**config.mk**
```make
export PLATFORM = sky130hd
export DESIGN_NAME = plat_timer
export DESIGN_NICKNAME = d
export VERILOG_FILES = /design/src/rtl/plat_timer_pkg.sv /design/src/rtl/timer_counter.sv /design/src/rtl/timer_cmp_bank.sv /design/src/rtl/timer_regbus.sv /design/src/rtl/plat_timer.sv
export SDC_FILE = /design/constraint.sdc
export NUM_CORES = 1
export LEC_CHECK = 0
export BUFFER_PORTS_ARGS = -buffer_cell sky130_fd_sc_hd__buf_4
export CORE_UTILIZATION = 45
export CTS_CLUSTER_SIZE = 24
export DETAILED_ROUTE_END_ITERATION = 8
export PLACE_DENSITY = 0.72
export SKIP_LAST_GASP = 1
export SLEW_MARGIN = 30
export SYNTH_ARGS = -nofsm -noshare
export SYNTH_HDL_FRONTEND = slang
export SYNTH_SLANG_ARGS = --single-unit
```
**constraint.sdc**
```tcl
create_clock -name clk -period 2.25 [get_ports clk]
set_input_delay 0.1125 -clock clk [delete_from_list [all_inputs] [get_ports clk]]
set_output_delay 0.1125 -clock clk [all_outputs]
set_load 0.1 [all_outputs]
```
**src/rtl/plat_timer_pkg.sv**
```systemverilog
`timescale 1ns/1ps
package plat_timer_pkg;
  localparam int unsigned WORD_W         = 32;
  localparam int unsigned TIME_W         = 64;
  localparam int unsigned TIMEBASE_MHZ   = 100;
  localparam int unsigned MIN_UPDATE_MHZ = 10;
  localparam int unsigned MAX_STEP       = TIMEBASE_MHZ / MIN_UPDATE_MHZ;

  typedef logic [TIME_W-1:0] time_t;
  typedef logic [WORD_W-1:0] word_t;
endpackage

```
**src/rtl/timer_counter.sv**
```systemverilog
`timescale 1ns/1ps
module timer_counter
  import plat_timer_pkg::*;
#(
  parameter int unsigned STEP = 4
) (
  input  logic  clk,
  input  logic  rst,
  input  logic  tick,
  input  logic  wr_lo,
  input  logic  wr_hi,
  input  word_t wdata,
  output time_t count_q
);
  localparam time_t STEP_T = TIME_W'(STEP);

  always_ff @(posedge clk) begin
    if (rst) begin
      count_q <= '0;
    end else if (wr_lo || wr_hi) begin
      // a software write replaces the step for this cycle
      if (wr_lo) count_q[WORD_W-1:0]      <= wdata;
      if (wr_hi) count_q[TIME_W-1:WORD_W] <= wdata;
    end else if (tick) begin
      count_q <= count_q + STEP_T;
    end
  end


  step_add_chk: assert property (@(posedge clk) disable iff (rst)
    ($past(!rst) && $past(tick) && !$past(wr_lo || wr_hi))
      |-> (count_q == $past(count_q) + STEP_T));


  hold_idle_chk: assert property (@(posedge clk) disable iff (rst)
    ($past(!rst) && !$past(tick) && !$past(wr_lo || wr_hi))
      |-> $stable(count_q));


  wr_wins_chk: assert property (@(posedge clk) disable iff (rst)
    ($past(!rst) && $past(wr_lo) && !$past(wr_hi))
      |-> (count_q[WORD_W-1:0] == $past(wdata) &&
           count_q[TIME_W-1:WORD_W] == $past(count_q[TIME_W-1:WORD_W])));
endmodule

```
**src/rtl/timer_cmp_bank.sv**
```systemverilog
`timescale 1ns/1ps
module timer_cmp_bank
  import plat_timer_pkg::*;
#(
  parameter int unsigned NUM_HARTS = 2
) (
  input  logic                            clk,
  input  logic                            rst,
  input  time_t                           time_i,
  input  logic [NUM_HARTS-1:0]            wr_lo,
  input  logic [NUM_HARTS-1:0]            wr_hi,
  input  word_t                           wdata,
  output logic [NUM_HARTS-1:0][TIME_W-1:0] cmp_q,
  output logic [NUM_HARTS-1:0]            irq_q
);
  for (genvar h = 0; h < NUM_HARTS; h++) begin : g_hart
    always_ff @(posedge clk) begin
      if (rst) begin
        cmp_q[h] <= '1;
        irq_q[h] <= 1'b0;
      end else begin
        if (wr_lo[h]) cmp_q[h][WORD_W-1:0]      <= wdata;
        if (wr_hi[h]) cmp_q[h][TIME_W-1:WORD_W] <= wdata;
        irq_q[h] <= (time_i >= cmp_q[h]);
      end
    end


    cmp_rst_chk: assert property (@(posedge clk) disable iff (rst)
      $past(rst) |-> (cmp_q[h] == '1 && !irq_q[h]));


    cmp_hold_chk: assert property (@(posedge clk) disable iff (rst)
      ($past(!rst) && !$past(wr_lo[h] || wr_hi[h])) |-> $stable(cmp_q[h]));


    irq_level_chk: assert property (@(posedge clk) disable iff (rst)
      $past(!rst) |-> (irq_q[h] == ($past(time_i) >= $past(cmp_q[h]))));
  end
endmodule

```
**src/rtl/timer_regbus.sv**
```systemverilog
`timescale 1ns/1ps
module timer_regbus
  import plat_timer_pkg::*;
#(
  parameter int unsigned NUM_HARTS = 2,
  parameter int unsigned ADDR_W    = 6
) (
  input  logic                             clk,
  input  logic                             rst,
  input  logic                             req_valid,
  input  logic                             req_write,
  input  logic [ADDR_W-1:0]                req_addr,
  input  time_t                            time_i,
  input  logic [NUM_HARTS-1:0][TIME_W-1:0] cmp_i,
  output logic                             time_wr_lo,
  output logic                             time_wr_hi,
  output logic [NUM_HARTS-1:0]             cmp_wr_lo,
  output logic [NUM_HARTS-1:0]             cmp_wr_hi,
  output logic                             rsp_valid,
  output word_t                            rsp_rdata
);
  localparam int unsigned NUM_WORDS = 2 + 2 * NUM_HARTS;

  if (NUM_WORDS > (1 << ADDR_W)) begin : g_bad_addr_w
    initial $fatal(1, "address width too small for the register map");
  end

  logic                 hit_tlo, hit_thi;
  logic [NUM_HARTS-1:0] hit_clo, hit_chi;
  word_t                rd_next;
  logic                 do_wr, do_rd;

  assign do_wr = req_valid && req_write;
  assign do_rd = req_valid && !req_write;

  always_comb begin
    hit_tlo = (req_addr == ADDR_W'(0));
    hit_thi = (req_addr == ADDR_W'(1));
    hit_clo = '0;
    hit_chi = '0;
    rd_next = '0;
    if (hit_tlo) rd_next = time_i[WORD_W-1:0];
    if (hit_thi) rd_next = time_i[TIME_W-1:WORD_W];
    for (int h = 0; h < NUM_HARTS; h++) begin
      if (req_addr == ADDR_W'(2 + 2 * h)) begin
        hit_clo[h] = 1'b1;
        rd_next    = cmp_i[h][WORD_W-1:0];
      end
      if (req_addr == ADDR_W'(3 + 2 * h)) begin
        hit_chi[h] = 1'b1;
        rd_next    = cmp_i[h][TIME_W-1:WORD_W];
      end
    end
  end

  assign time_wr_lo = do_wr && hit_tlo;
  assign time_wr_hi = do_wr && hit_thi;
  assign cmp_wr_lo  = hit_clo & {NUM_HARTS{do_wr}};
  assign cmp_wr_hi  = hit_chi & {NUM_HARTS{do_wr}};

  always_ff @(posedge clk) begin
    if (rst) begin
      rsp_valid <= 1'b0;
      rsp_rdata <= '0;
    end else begin
      rsp_valid <= do_rd;
      rsp_rdata <= do_rd ? rd_next : '0;
    end
  end


  rsp_valid_chk: assert property (@(posedge clk) disable iff (rst)
    $past(!rst) |-> (rsp_valid == $past(req_valid && !req_write)));


  one_target_chk: assert property (@(posedge clk) disable iff (rst)
    $onehot0({time_wr_lo, time_wr_hi, cmp_wr_lo, cmp_wr_hi}));
endmodule

```
**src/rtl/plat_timer.sv**
```systemverilog
`timescale 1ns/1ps
module plat_timer
  import plat_timer_pkg::*;
#(
  parameter int unsigned NUM_HARTS = 2,
  parameter int unsigned STEP      = 4,
  parameter int unsigned ADDR_W    = 6
) (
  input  logic                 clk,
  input  logic                 rst,
  input  logic                 tick,
  input  logic                 req_valid,
  input  logic                 req_write,
  input  logic [ADDR_W-1:0]    req_addr,
  input  logic [31:0]          req_wdata,
  output logic                 rsp_valid,
  output logic [31:0]          rsp_rdata,
  output logic [NUM_HARTS-1:0] irq
);
  if (STEP < 1 || STEP > MAX_STEP) begin : g_bad_step
    initial $fatal(1, "STEP must keep the update rate within 10..100 MHz");
  end

  time_t                            count_q;
  logic [NUM_HARTS-1:0][TIME_W-1:0] cmp_q;
  logic                             time_wr_lo, time_wr_hi;
  logic [NUM_HARTS-1:0]             cmp_wr_lo, cmp_wr_hi;

  timer_regbus #(.NUM_HARTS(NUM_HARTS), .ADDR_W(ADDR_W)) u_bus (
    .clk        (clk),
    .rst        (rst),
    .req_valid  (req_valid),
    .req_write  (req_write),
    .req_addr   (req_addr),
    .time_i     (count_q),
    .cmp_i      (cmp_q),
    .time_wr_lo (time_wr_lo),
    .time_wr_hi (time_wr_hi),
    .cmp_wr_lo  (cmp_wr_lo),
    .cmp_wr_hi  (cmp_wr_hi),
    .rsp_valid  (rsp_valid),
    .rsp_rdata  (rsp_rdata)
  );

  timer_counter #(.STEP(STEP)) u_cnt (
    .clk     (clk),
    .rst     (rst),
    .tick    (tick),
    .wr_lo   (time_wr_lo),
    .wr_hi   (time_wr_hi),
    .wdata   (req_wdata),
    .count_q (count_q)
  );

  timer_cmp_bank #(.NUM_HARTS(NUM_HARTS)) u_cmp (
    .clk    (clk),
    .rst    (rst),
    .time_i (count_q),
    .wr_lo  (cmp_wr_lo),
    .wr_hi  (cmp_wr_hi),
    .wdata  (req_wdata),
    .cmp_q  (cmp_q),
    .irq_q  (irq)
  );
endmodule

```
==> impl_results.md <==
* Hold WS at 0.104 ns
* Post-synthesis cell type count at 69
* H-tree lvl count at 1
* Fmax at 453 MHz
* Synthesis warning total at 0
* Critical Path RT at 2.72 ns
* Vias at 14600
* Crit share post-route at 98.2%
* Total inserted antenna cells at 0
* Setup_tns at 0 ns
* Crit path cell chain: and3_1 -> and4_1 -> nand2_1 -> nor4_1 -> a31oi_1 -> a21oi_1
* 1st-pass router iterations at 7
* Setup CP Type: reg -> reg
* Final core utilization at 57.7%
* Fillers at 2712
* Total power at 9.26 mW
* Largest net degree at the start of global routing at 65
* P&R area growth vs syn at 24.7%
* Async SR Flop Fraction at 0%
* Slew margin rel. at 51.5%
* Max Buffers Root-to-Sink at 3
* Number of synthesized flops with an enable pin at 0
* Area of the multi-input gates at 0.00860 sq mm
* Dominant synthesized flop cell: dfxtp_1
* Post-DP HPWL at 35.8 mm
* Cells after DPL at 2267
* Die Area at 0.0316 sq mm
* Setup violators final at 0
* CTS clock-pin slew for the worst setup and hold paths at 0.06 ns
* Cts bufs inserted at 27
* Critical path arrival at 2.67 ns
* RSZ-0062 raised after global routing: true
* Pwr dens at 534 mW/mm^2
* Placer Congestion at 0.983
* Layout Cell Area excl Fill at 0.0173 sq mm
* GRT Total Usage at 31.4%
* First-pass GRT wire length at 77.2 mm
* Clock skew at 0.0208 ns
* Via density per instance at 6.20
* CORE AREA at 0.0300 sq mm
* Ports at 78
* Status: completed
* Drc violations at 0
* Synthesized area per cell at 7.93 sq um
* Die height at 178 microns
* Starting DRC count in detailed routing at 1429
* Routed WL per cell at 21.3 microns
* Max FO, Critical Path at 6
* Initial Utilization at 46.3%
* Static Leak at 8.35 nW
* Worst VDD drop at 0.541 mV
* CP Launch Type: flip-flop
* CP max-delay cell: nor4_1
* Total global routing overflow at 0
* Max incr delay on CP at 0.50 ns
* Syn_nets at 1924
* Crit path time final at 2.21 ns
* FF+latch count, synth at 227
* Least-Margin Pin Slew at 0.724 ns
* Post-Synthesis Cells at 1752
* Initial antenna violation count at 0
* Pre-CTS setup slack at -0.242 ns
* Post-route ant nets at 0
* Final hold vios at 0
* Seq/Total Area, Yosys at 32.7%
* Register area at 0.00457 sq mm
* Worst Slack Setup Final at 0.0408 ns
* Latest clock arrival within the worst-skew pair at 0.55 ns
* Max-Cap Viols at 0
* CTS Root Cell: clkbuf_16
* Netlist area before placement at 0.0139 sq mm
* Total Wirelength at 50.1 mm
* Post-route insts no fill at 2353
* CP endpoint kind: flip-flop
* Die Span X at 178 microns
* Final nets at 2118
* Number of global-route vias before repair at 13800
* Worst min path class: in -> reg
* CTS tree: built
* CTS Sinks at 227
* Slew Viols, Final at 0
* Post-DP Area at 0.0159 sq mm
* Placement Rows at 63
* IO Port Bufs at 77
* Layout cell share with drive strength beyond 1 at 17.8%
## cell usage in the layout, fill, tap and decap left out, types with 13 or more instances in the layout
master / netlist / final
inv_1: 142 / 140
a22oi_1: 22 / 21
nand2_1: 247 / 246
a21oi_1: 131 / 129
ha_1: 129 / 124
a31oi_1: 14 / 14
buf_4: 0 / 232
o21ai_0: 96 / 92
dfxtp_1: 227 / 212
nand4_1: 47 / 47
dlygate4sd3_1: 0 / 33
a211oi_1: 24 / 21
nor3_1: 32 / 28
o211ai_1: 104 / 104
clkbuf_16: 0 / 27
nand3_1: 39 / 38
nor2_1: 83 / 79
and3_1: 18 / 18
mux2i_1: 72 / 72
a21o_1: 13 / 13
nor4_1: 14 / 13
o2111ai_1: 21 / 21
o22ai_1: 39 / 39
## where the power goes
group	internal (mW)	switching, mW	total, mW
registers	4.04	0.0313	4.08
logic	0.247	0.462	0.709
clock network	2.70	1.77	4.47
total	6.99	2.26	9.26
## cell type report
class | instances | share of cell area, %
flip-flops and latches | 227 | 26.4
well taps | 390 | 2.82
inverters | 143 | 3.11
clock inverters | 12 | 0.924
clock buffers | 34 | 4.17
repair buffers | 274 | 12.9
multi-input cells | 1273 | 49.6
## sequential cells by signal, indices dropped and copies added (netlist names)
register and count:
u_cnt.count_q 64, u_cmp.cmp_q 128, u_bus.rsp_rdata 32, u_bus.rsp_valid 1, u_cmp.irq_q 2
## final timing paths
check                                 startpoint                        endpoint  slack, ns  cells past startpoint
hold reg to reg    u_cnt.count_q[0]$_SDFFE_PP0P_   u_cnt.count_q[0]$_SDFFE_PP0P_       0.48                      2
setup / recovery  u_cnt.count_q[28]$_SDFFE_PP0P_  u_cnt.count_q[57]$_SDFFE_PP0P_       0.04                      6
hold / removal                         req_write   u_bus.rsp_rdata[0]$_SDFF_PP0_       0.10                      4
setup reg to reg  u_cnt.count_q[28]$_SDFFE_PP0P_  u_cnt.count_q[57]$_SDFFE_PP0P_       0.04                      6
## worst max-delay path, delay by kind of cell (launching register included)
family | cells | cell delay (ns)
DFF | 1 | 0.46
AOI/OAI and AO/OA | 2 | 0.34
and+or+nand+nor | 4 | 1.33
## synthesized netlist by cell type (9+ instances only)
master | number | area, sq um
inv_1 | 142 | 533
a22oi_1 | 22 | 165
a221oi_1 | 12 | 105
mux2i_1 | 72 | 721
o2111ai_1 | 21 | 184
nor3_1 | 32 | 160
a31oi_1 | 14 | 87.6
and2_1 | 10 | 62.6
clkbuf_1 | 90 | 338
ha_1 | 129 | 1610
a21o_1 | 13 | 97.6
o21a_1 | 11 | 82.6
and3_1 | 18 | 113
o211ai_1 | 104 | 781
nand3_1 | 39 | 195
a21oi_1 | 131 | 656
nand2_1 | 247 | 927
o21ai_0 | 96 | 480
nor2_1 | 83 | 312
o22ai_1 | 39 | 244
or3_1 | 9 | 56.3
a211oi_1 | 24 | 180
nor4_1 | 14 | 87.6
buf_2 | 15 | 75.1
nand4_1 | 47 | 294
dfxtp_1 | 227 | 4540
## logic make-up (layout without fill, tap and decap cells)
| group | Yosys count | count (layout) | synth area share, % |
|---|---|---|---|
| adder cells (fa/ha/maj) | 129 | 129 | 11.6 |
| AO/OA/AOI/OAI | 530 | 530 | 24.9 |
| multiplexers | 73 | 73 | 5.27 |
| flip-flops | 227 | 227 | 32.7 |
| AND/OR/NAND/NOR | 538 | 538 | 18.4 |
| buffers and inverters | 252 | 463 | 6.94 |
| XOR/XNOR | 3 | 3 | 0.189 |
## layer usage
layer  routed length (microns)  GRT usage (%)  vias to the layer above
met5                         0              0                        -
met4                      2200           13.1                        0
met3                      4100           4.84                      149
met2                     23000           52.6                      688
met1                     20800           40.0                     6944
li1                          -              -                     6814
## timing repair
| action | CTS | global route |
|---|---|---|
| resized for setup | 14 | 38 |
| setup buffers | 2 | 5 |
| hold endpoints to repair | 154 | 0 |
| pin swaps | 3 | 19 |
| setup endpoints to repair | 12 | 25 |
| hold buffers | 33 | 0 |
Power figures use the tool's default switching activity.
